**config.mk**
```make
export PLATFORM = sky130hd
export DESIGN_NAME = asid_tlb
export DESIGN_NICKNAME = d
export VERILOG_FILES = /design/src/rtl/tlb_pkg.sv /design/src/rtl/tlb_match.sv /design/src/rtl/tlb_victim.sv /design/src/rtl/tlb_walk_ctl.sv /design/src/rtl/asid_tlb.sv
export SDC_FILE = /design/constraint.sdc
export NUM_CORES = 1
export LEC_CHECK = 0
export BUFFER_PORTS_ARGS = -buffer_cell sky130_fd_sc_hd__buf_2
export CORE_ASPECT_RATIO = 1.75
export CORE_MARGIN = 2
export CORE_UTILIZATION = 60
export CTS_BUF_LIST = sky130_fd_sc_hd__clkbuf_8
export DETAILED_ROUTE_END_ITERATION = 8
export PLACE_DENSITY = 0.8
export SYNTH_ARGS = -nofsm -noshare
export SYNTH_HDL_FRONTEND = slang
export SYNTH_HIERARCHICAL = 1
export SYNTH_SLANG_ARGS = --single-unit
```
**constraint.sdc**
```tcl
create_clock -name clk_i -period 8.2 [get_ports clk_i]
set_input_delay 0.82 -clock clk_i [delete_from_list [all_inputs] [get_ports clk_i]]
set_output_delay 0.82 -clock clk_i [all_outputs]
set_load 0.01 [all_outputs]
```
**src/rtl/tlb_pkg.sv**
```systemverilog
`timescale 1ns/1ps
package tlb_pkg;
  localparam int unsigned PAGE_OFF_W = 12;

  typedef struct packed {
    logic wr;   // page may be written
    logic usr;  // page reachable from user mode
  } perm_t;
endpackage

```
**src/rtl/tlb_match.sv**
```systemverilog
`timescale 1ns/1ps
module tlb_match #(
  parameter int unsigned N      = 8,
  parameter int unsigned VPN_W  = 20,
  parameter int unsigned ASID_W = 8
) (
  input  logic                         en_i,
  input  logic [N-1:0]                 valid_i,
  input  logic [N-1:0][VPN_W-1:0]      vpn_i,
  input  logic [N-1:0][ASID_W-1:0]     asid_i,
  input  logic [VPN_W-1:0]             key_vpn_i,
  input  logic [ASID_W-1:0]            key_asid_i,
  output logic [N-1:0]                 hit_o
);
  for (genvar g = 0; g < N; g++) begin : g_cmp
    assign hit_o[g] = en_i && valid_i[g] &&
                      (vpn_i[g] == key_vpn_i) && (asid_i[g] == key_asid_i);
  end
endmodule

```
**src/rtl/tlb_victim.sv**
```systemverilog
`timescale 1ns/1ps
module tlb_victim #(
  parameter  int unsigned N     = 8,
  localparam int unsigned IDX_W = $clog2(N)
) (
  input  logic             clk_i,
  input  logic             rst_ni,
  input  logic [N-1:0]     valid_i,
  input  logic             alloc_i,
  output logic [IDX_W-1:0] idx_o
);
  logic [IDX_W-1:0] rr_q;
  logic [IDX_W-1:0] free_idx;
  logic             free_any;

  // lowest free slot wins
  always_comb begin
    free_any = 1'b0;
    free_idx = '0;
    for (int i = N - 1; i >= 0; i--) begin
      if (!valid_i[i]) begin
        free_any = 1'b1;
        free_idx = IDX_W'(i);
      end
    end
  end

  assign idx_o = free_any ? free_idx : rr_q;

  always_ff @(posedge clk_i or negedge rst_ni) begin
    if (!rst_ni) rr_q <= '0;
    else if (alloc_i && !free_any)
      rr_q <= (rr_q == IDX_W'(N - 1)) ? '0 : rr_q + 1'b1;
  end


  free_slot_pick_chk: assert property (@(posedge clk_i) disable iff (!rst_ni)
    (valid_i != '1) |-> !valid_i[idx_o]);
endmodule

```
**src/rtl/tlb_walk_ctl.sv**
```systemverilog
`timescale 1ns/1ps
module tlb_walk_ctl #(
  parameter int unsigned VPN_W  = 20,
  parameter int unsigned ASID_W = 8
) (
  input  logic              clk_i,
  input  logic              rst_ni,
  input  logic              start_i,
  input  logic [VPN_W-1:0]  start_vpn_i,
  input  logic [ASID_W-1:0] start_asid_i,
  input  logic              done_i,
  output logic              pending_o,
  output logic [VPN_W-1:0]  vpn_o,
  output logic [ASID_W-1:0] asid_o
);
  always_ff @(posedge clk_i or negedge rst_ni) begin
    if (!rst_ni) begin
      pending_o <= 1'b0;
      vpn_o     <= '0;
      asid_o    <= '0;
    end else if (start_i) begin
      pending_o <= 1'b1;
      vpn_o     <= start_vpn_i;
      asid_o    <= start_asid_i;
    end else if (done_i) begin
      pending_o <= 1'b0;
    end
  end


  walk_hold_chk: assert property (@(posedge clk_i) disable iff (!rst_ni)
    (pending_o && !done_i) |=> (pending_o && $stable(vpn_o) && $stable(asid_o)));
endmodule

```
**src/rtl/asid_tlb.sv**
```systemverilog
`timescale 1ns/1ps
module asid_tlb #(
  parameter  int unsigned N      = 8,
  parameter  int unsigned VA_W   = 32,
  parameter  int unsigned PA_W   = 32,
  parameter  int unsigned ASID_W = 8,
  localparam int unsigned OFF_W  = tlb_pkg::PAGE_OFF_W,
  localparam int unsigned VPN_W  = VA_W - OFF_W,
  localparam int unsigned PFN_W  = PA_W - OFF_W,
  localparam int unsigned IDX_W  = $clog2(N)
) (
  input  logic              clk_i,
  input  logic              rst_ni,
  input  logic              lkp_valid_i,
  input  logic [VA_W-1:0]   lkp_vaddr_i,
  input  logic [ASID_W-1:0] lkp_asid_i,
  input  logic              lkp_write_i,
  input  logic              lkp_user_i,
  output logic              lkp_ready_o,
  output logic              rsp_hit_o,
  output logic              rsp_fault_o,
  output logic [PA_W-1:0]   rsp_paddr_o,
  output logic              walk_req_o,
  output logic [VPN_W-1:0]  walk_vpn_o,
  output logic [ASID_W-1:0] walk_asid_o,
  input  logic              fill_valid_i,
  input  logic [VPN_W-1:0]  fill_vpn_i,
  input  logic [ASID_W-1:0] fill_asid_i,
  input  logic [PFN_W-1:0]  fill_pfn_i,
  input  logic              fill_writable_i,
  input  logic              fill_user_i,
  input  logic              fill_fault_i,
  input  logic              inv_valid_i,
  input  logic [VPN_W-1:0]  inv_vpn_i,
  input  logic [ASID_W-1:0] inv_asid_i,
  input  logic              flush_i
);
  import tlb_pkg::*;

  logic [N-1:0]              valid_q;
  logic [N-1:0][VPN_W-1:0]   vpn_q;
  logic [N-1:0][ASID_W-1:0]  asid_q;
  logic [N-1:0][PFN_W-1:0]   pfn_q;
  perm_t [N-1:0]             perm_q;

  logic [VPN_W-1:0] lkp_vpn;
  logic [N-1:0]     lkp_vec, fill_vec, inv_vec;
  logic             lkp_fire, lkp_any;
  logic [PFN_W-1:0] sel_pfn;
  perm_t            sel_perm;

  assign lkp_vpn     = lkp_vaddr_i[VA_W-1:OFF_W];
  assign lkp_ready_o = !walk_req_o;
  assign lkp_fire    = lkp_valid_i && lkp_ready_o;

  tlb_match #(.N(N), .VPN_W(VPN_W), .ASID_W(ASID_W)) u_lkp_match (
    .en_i(lkp_fire), .valid_i(valid_q), .vpn_i(vpn_q), .asid_i(asid_q),
    .key_vpn_i(lkp_vpn), .key_asid_i(lkp_asid_i), .hit_o(lkp_vec));

  tlb_match #(.N(N), .VPN_W(VPN_W), .ASID_W(ASID_W)) u_fill_match (
    .en_i(fill_valid_i), .valid_i(valid_q), .vpn_i(vpn_q), .asid_i(asid_q),
    .key_vpn_i(fill_vpn_i), .key_asid_i(fill_asid_i), .hit_o(fill_vec));

  tlb_match #(.N(N), .VPN_W(VPN_W), .ASID_W(ASID_W)) u_inv_match (
    .en_i(inv_valid_i), .valid_i(valid_q), .vpn_i(vpn_q), .asid_i(asid_q),
    .key_vpn_i(inv_vpn_i), .key_asid_i(inv_asid_i), .hit_o(inv_vec));

  // one-hot select by OR reduction
  always_comb begin
    sel_pfn  = '0;
    sel_perm = '0;
    for (int i = 0; i < N; i++) begin
      if (lkp_vec[i]) begin
        sel_pfn  = sel_pfn | pfn_q[i];
        sel_perm = sel_perm | perm_q[i];
      end
    end
  end

  assign lkp_any     = |lkp_vec;
  assign rsp_hit_o   = lkp_fire && lkp_any;
  assign rsp_fault_o = rsp_hit_o &&
                       ((lkp_write_i && !sel_perm.wr) || (lkp_user_i && !sel_perm.usr));
  assign rsp_paddr_o = rsp_hit_o ? {sel_pfn, lkp_vaddr_i[OFF_W-1:0]} : '0;

  // walk request
  logic walk_done;
  assign walk_done = fill_valid_i && walk_req_o &&
                     (fill_vpn_i == walk_vpn_o) && (fill_asid_i == walk_asid_o);

  tlb_walk_ctl #(.VPN_W(VPN_W), .ASID_W(ASID_W)) u_walk (
    .clk_i, .rst_ni,
    .start_i(lkp_fire && !lkp_any), .start_vpn_i(lkp_vpn), .start_asid_i(lkp_asid_i),
    .done_i(walk_done), .pending_o(walk_req_o), .vpn_o(walk_vpn_o), .asid_o(walk_asid_o));

  // install target: existing tag first, else victim
  logic             install, present;
  logic [IDX_W-1:0] hit_idx, vic_idx, tgt_idx;

  assign install = fill_valid_i && !fill_fault_i;
  assign present = |fill_vec;

  always_comb begin
    hit_idx = '0;
    for (int i = 0; i < N; i++)
      if (fill_vec[i]) hit_idx = IDX_W'(i);
  end

  tlb_victim #(.N(N)) u_victim (
    .clk_i, .rst_ni, .valid_i(valid_q), .alloc_i(install && !present), .idx_o(vic_idx));

  assign tgt_idx = present ? hit_idx : vic_idx;

  always_ff @(posedge clk_i or negedge rst_ni) begin
    if (!rst_ni) valid_q <= '0;
    else if (flush_i) valid_q <= '0;
    else begin
      for (int i = 0; i < N; i++)
        valid_q[i] <= (valid_q[i] && !inv_vec[i]) || (install && tgt_idx == IDX_W'(i));
    end
  end

  always_ff @(posedge clk_i) begin
    if (install) begin
      vpn_q[tgt_idx]  <= fill_vpn_i;
      asid_q[tgt_idx] <= fill_asid_i;
      pfn_q[tgt_idx]  <= fill_pfn_i;
      perm_q[tgt_idx] <= '{wr: fill_writable_i, usr: fill_user_i};
    end
  end


  single_match_chk: assert property (@(posedge clk_i) disable iff (!rst_ni)
    $onehot0(lkp_vec));


  flush_empty_chk: assert property (@(posedge clk_i) disable iff (!rst_ni)
    flush_i |=> (valid_q == '0));


  fill_lands_chk: assert property (@(posedge clk_i) disable iff (!rst_ni)
    (install && !flush_i) |=> valid_q[$past(tgt_idx)]);
endmodule

```
**Word level (Yosys, flattened, before mapping)**

Index checks and enable logic that the tools add are counted.

- ROM bits: 0
- Register bits after elaboration: 440
- Output and inout port bits: 64
- Memory bits (writable): 0
- Bits in latches: 0
- Memories kept: 0

- Reductions and logical operators: 129
- Bitwise gates (word level): 14
- Equal/unequal tests: 58
- Multipliers: 0
- Muxes and demuxes: 56
- Order comparisons: 2
- Shift operators: 0
- Div/mod/pow operators: 0
- Add/sub/neg operators: 1

Operators with widths:

| kind | count |
|---|---|
| $eq 20x20->1 | 25 |
| $bwmux 160 | 2 |
| $eq 8x8->1 | 25 |
| $mux 20 | 9 |
| $or 20x20->20 | 7 |
| $logic_and 1x1->1 | 101 |
| $bwmux 64 | 1 |
| $demux 20 s3 | 1 |
| $mux 3 | 17 |
| $mux 32 | 1 |
| $demux 8 s3 | 1 |
| $mux 2 | 9 |
| $bwmux 16 | 1 |
| $mux 8 | 2 |
| $reduce_or 8->1 | 2 |
| $eq 3x3->1 const B | 5 |
| $logic_not 1->1 | 15 |
| $or 2x2->2 | 7 |
| $mux 1 | 11 |
| $logic_or 1x1->1 | 9 |
| $demux 2 s3 | 1 |
| $eq 3x2->1 const B | 2 |
| $lt 3x4->1 const B | 1 |
| $add 3x1->3 const B | 1 |
| 4 further kinds | 4 |

**Depth between registers and ports, before layout**

- Word-level depth: 24
- Depth in mapped cells: 10
- Gate-level depth less buffers: 8

**Hierarchy**

The synthesis kept the hierarchy.

By module, submodules not included:

| module | sequential area each (um2) | cells each | area an instance (um2) | instances |
|---|---|---|---|---|
| asid_tlb | 12211.7 | 658 | 13954.6 | 1 |
| tlb_match | 0.0 | 333 | 2730.1 | 3 |
| tlb_walk_ctl | 725.7 | 62 | 1113.6 | 1 |
| tlb_victim | 75.1 | 25 | 237.7 | 1 |

**Worst setup path after synthesis**

OpenSTA, ideal clock, no wires.

- Path type: in2reg
- Start: input fill_asid_i[1]
- End: register asid_q[10] in the netlist's numbering, enable pin
- Data required time: 7.742 ns
- Buffers on the path: 1
- Stages on the path: 9
- Data arrival time: 4.638 ns
- Slack: 3.104 ns
- Library setup time: 0.458 ns
- Cell sequence: buf_2 > xor2_1 > nor4_1 > nand4_1 > nor4_2 > or4_4 > nor3_4 > a31o_2 > nor2_1

RTL lines:

| item | RTL line | RTL |
|---|---|---|
| start, declared | asid_tlb.sv:28 | `input logic [ASID_W-1:0] fill_asid_i,` |
| end signal, assigned by index | asid_tlb.sv:126 | `asid_q[tgt_idx] <= fill_asid_i;` |
| end, declared | asid_tlb.sv:42 | `logic [N-1:0][ASID_W-1:0] asid_q;` |

**Final worst setup path**

- Start: input lkp_vaddr_i[27]
- End: output rsp_paddr_o[28]

- Elaborated cells on any way between the ends: 42
- Classes of those cells: eq/ne: 8; mux: 9; bitwise: 7; reduce/logical: 18

RTL lines:

| item | RTL line | RTL |
|---|---|---|
| start, declared | asid_tlb.sv:15 | `input logic [VA_W-1:0] lkp_vaddr_i,` |
| $eq 20x20->1 (*) | tlb_match.sv:17 | `(vpn_i[g] == key_vpn_i) && (asid_i[g] == key_asid_i);` |
| $logic_and 1x1->1 (*) | tlb_match.sv:16 | `assign hit_o[g] = en_i && valid_i[g] &&` |
| $logic_and 1x1->1 (*) | tlb_match.sv:17 |  |
| named net lkp_vec[2] | asid_tlb.sv:47 | `logic [N-1:0] lkp_vec, fill_vec, inv_vec;` |
| $mux 20 | asid_tlb.sv:73 | `if (lkp_vec[i]) begin` |
| $or 20x20->20 | asid_tlb.sv:74 | `sel_pfn = sel_pfn \| pfn_q[i];` |
| $mux 20 | asid_tlb.sv:73 |  |
| $or 20x20->20 | asid_tlb.sv:74 |  |
| $mux 20 | asid_tlb.sv:73 |  |
| $or 20x20->20 | asid_tlb.sv:74 |  |
| $mux 20 | asid_tlb.sv:73 |  |
| $or 20x20->20 | asid_tlb.sv:74 |  |
| $mux 20 | asid_tlb.sv:73 |  |
| $or 20x20->20 | asid_tlb.sv:74 |  |
| $mux 20 | asid_tlb.sv:73 |  |
| $mux 32 (*) | asid_tlb.sv:84 | `assign rsp_paddr_o = rsp_hit_o ? {sel_pfn, lkp_vaddr_i[OFF_W-1:0]} : '0;` |
| end, declared | asid_tlb.sv:22 | `output logic [PA_W-1:0] rsp_paddr_o,` |

Mark *: on every way through the listed nets, which the timed path passes. The rest lies on a longest branch.

==> summary.md <==
### Setup path
• 3 — Critical path buffers and inverters
• 7.38 ns — required time of the worst setup path
• input pin — kind of start point of the critical path
• 9 — R2R cell count
• rsp_paddr_o[28] — Setup crit end
• asid_q[37] — worst r2r dst
• 3.62 ns — FF-to-FF setup slack
• input pin to primary output — worst setup path class
• simple AND/OR/NAND/NOR gates — Worst path top cell family by delay
• lkp_vaddr_i[27] — timing startpoint of the critical path
• 1.01 ns — highest cell delay on the worst timing path
• 11 — WP depth
• nor4_1 — highest-delay cell along the critical path
• 5.29 ns — arrival time of data at the critical path endpoint
• primary output — critical path endpoint category
• 23 — CP Max Fanout
• buf_2, xor2_1, nor4_1, nand4_1, nor4_4, buf_4, nor4_1, nand2_1, nand2_1, a31oi_1, buf_2 — cell chain of the critical path
• vpn_q[58] — launch point of the worst reg-to-reg path

### Logic synthesis
• 400 — number of enable-type register cells in the synthesized netlist
• 51.12% — Synth top area share
• edfxtp_1 — most used flip-flop cell after synthesis
• 23500 um^2 — Netlist Area Pre-Place
• edfxtp_1 — largest area contributor in the synthesized netlist
• edfxtp_1, xor2_1, xnor2_1, dfrtp_1, nor4_1 — top cells by area, synth
• 1744 — number of instances in the synthesized netlist
• 1873 — number of nets in the synthesized netlist
• 13.47 um^2 — average size of a mapped cell
• 55.38% — post-synthesis sequential area ratio
• 6 — YS warnings
• 46 — count of different cell masters after synthesis
• 9.091% — Post-synth ARST share
• 440 — post-synthesis sequential element count

### Global route
• 1 — antenna violations before repair
• 51 — largest net degree at the start of global routing
• 38.75% — All-Layer GR Usage
• 0 — residual overflow from global routing
• 112.7 mm — wire length of the first global-routing pass
• 16.82k — number of global-route vias before repair

### Routing
• 80.10 mm — total wirelength of the detailed-routed design
• 1518 — iteration-0 DRC count of the detailed router
• 0 — antenna-violating nets left
• 32.71 um — routed length per instance
• 6 — first drt pass iteration count
• 0 — drt drc
• 16.27k — overall via count from detail_route
• 6.644 — vias per std cell

### Worst hold path
• input pin to asynchronous set/reset pin — worst min-delay path class

### Floorplanning
• 191 — top-level I/O count
• 38510 um^2 — area of the core region
• 40820 um^2 — area enclosed by the die boundary
• 153.6 um — x dimension of the die
• 61.01% — initial cell density of the core
• 95 — number of cell rows
• 265.8 um — vertical die dimension

### Cells and area
• 2041 — final net count
• 2854 — number of filler cells placed in the layout
• 2449 — non-filler instance count after layout
• 19.46% — ratio of cells with drive above 1 in the final layout
• 9.841% — layout overhead on the synthesized area

### CTS
• 3 — CTS Buffer Depth
• clkbuf_8 — buffer type at the clock tree root
• 0.07 ns — clock-pin slew on the worst setup and hold paths
• 0 — post-CTS setup-driven buffer insertion count
• 66 — total clock buffers created by CTS
• 3 — depth of the CTS H-tree
• 0.65 ns — clock latency reported for the late side of the worst-skew pair
• 440 — clock sink total
• done — clock tree from TritonCTS
• 0 — post-cts sizing count
• 0 — CTS Hold Buffers Added

### Power
• 0.1593 mV — worst voltage drop across the vdd grid
• 9.024 nW — LEAKAGE
• 192.4 nW/um^2 — total power per unit cell area

### Timing
• false — RSZ-0062 raised after global routing
• 0 ns — Total Neg Setup Slack
• 0.03343 ns — Setup Skew
• 0 — count of endpoints failing setup in the final report
• 6.106 ns — min Tclk post-route
• 21.12% — Worst slew margin
• 74.46% — post-route fraction of the period consumed by the critical path
• 1.172 ns — slew at the pin closest to its max-slew limit
• 163.8 MHz — timing-limited maximum frequency
• 0 — final slew viol count
• 0 — total count of hold-check failures in the final report

### Flow run
• 0 — # Max-Cap Violations

### Placement
• 2329 — Cell Count Post-Placement
• 190 — Port-buffer cells
• 54.58 mm — half-perimeter wire length after detailed placement
• 1.089 — final RePlAce weighted congestion

### Status
• completed — outcome

==> cells in the mapped netlist, types with 3 or more instances <==
master / instances
xor2_1: 472
edfxtp_1: 400
xnor2_1: 225
nor4_1: 105
nand4_1: 104
buf_2: 49
a22oi_1: 40
dfrtp_1: 40
buf_6: 38
nor3_1: 26
nor4_2: 24
a22o_1: 23
a221oi_1: 22
nor2_1: 22
a31oi_1: 21
mux2_2: 19
clkbuf_1: 18
nand2_1: 15
and3_1: 13
mux2_4: 12
inv_1: 6
o31ai_2: 6
o31ai_1: 5
buf_1: 4
clkbuf_2: 3
o21ai_0: 3
xor2_2: 3
==> worst min-delay path by stage <==
stage | end | slack, ns | depth (start not counted)
after floorplan | u_victim/rr_q[1] | 0.51 | 1
after global placement | u_victim/rr_q[2] | 0.54 | 1
after detailed placement | u_victim/rr_q[1] | 0.54 | 1
after CTS | u_walk/vpn_o[14] | 0.38 | 1
after global routing | u_walk/vpn_o[8] | 0.43 | 1
final | u_walk/vpn_o[14] | 0.36 | 1
==> layout by cell type, fill, tap and decap left out, types with 5 or more instances in the layout <==
cell type / instances
clkbuf_8: 69
inv_1: 27
buf_4: 22
clkinv_2: 10
a22oi_1: 40
nor3_1: 26
mux2_2: 19
nor2_1: 14
buf_2: 190
dfrtp_1: 40
nand4_1: 104
a221oi_1: 22
xnor2_1: 225
edfxtp_1: 400
o31ai_2: 6
o31ai_1: 5
mux2_4: 12
nor2_4: 8
nand2_1: 15
a22o_1: 23
nor4_1: 105
clkinv_1: 11
a31oi_1: 21
nor4_2: 16
xor2_1: 472
and3_1: 12
nor4_4: 8
==> cell type report <==
type / count / area, um^2 / area share, %
multi-input cells: 1186 / 9824 / 38.07
well taps: 485 / 606.8 / 2.351
repair buffers: 212 / 1116 / 4.324
flip-flops and latches: 440 / 13010 / 50.42
diodes: 1 / 2.502 / 0.009696
clock inverters: 50 / 274.0 / 1.062
inverters: 6 / 22.52 / 0.08726
clock buffers: 69 / 949.7 / 3.680
==> worst reg2reg max path: cells and delay by family (launching register included) <==
kind | cells | cell delay [ns]
AOI/OAI and AO/OA | 2 | 0.70
and+or+nand+nor | 5 | 2.32
xor gates and xnor gates | 1 | 0.19
buffers and inverters | 1 | 0.56
DFF | 1 | 0.45
==> metal layers <==
| metal | vias up | share of wire, % | GRT usage (%) |
|---|---|---|---|
| met4 | 0 | 9.6 | 32.41 |
| met1 | 8029 | 32 | 41.78 |
| li1 | 6763 | - | - |
| met5 | - | 0 | 0 |
| met3 | 313 | 9.6 | 8.881 |
| met2 | 1166 | 49 | 64.41 |
==> power by group <==
| part | leakage (nW) | total, mW | internal, mW | switching (mW) |
|---|---|---|---|---|
| combinational | 4.21 | 0.665 | 0.246 | 0.418 |
| sequential | 4.10 | 2.60 | 2.52 | 0.0799 |
| clock | 0.706 | 1.70 | 0.825 | 0.873 |
| total | 9.02 | 4.97 | 3.60 | 1.37 |
==> sequential cells by signal, indices dropped and copies added (netlist names) <==
register / count
u_walk/pending_o: 1
pfn_q: 160
u_walk/vpn_o: 20
asid_q: 64
vpn_q: 160
u_victim/rr_q: 3
u_walk/asid_o: 8
valid_q: 8
perm_q: 16
==> metrics by stage <==
stage	area (um^2)	worst slack [ns]	total power, mW	hold WS (ns)	utilization (%)
after floorplan	23500	3.104	3.013	0.5088	-
after global placement	24580	2.339	3.274	0.5368	63.83
after global routing	25810	2.154	5.087	0.4318	67.01
after detailed placement	24580	2.283	3.292	0.5373	63.83
final	25810	2.094	4.966	0.3629	67.01
after CTS	25810	2.257	4.957	0.3826	67.01
==> cells by family after synthesis <==
logic type	synth area share, %
XOR/XNOR	26.19
flip-flops	55.38
AND/OR/NAND/NOR	8.739
AO/OA/AOI/OAI	4.532
buffers and inverters	3.376
multiplexers	1.677
adder cells (fa/ha/maj)	0.1065
Note: power is estimated with default switching activity, not from simulation.
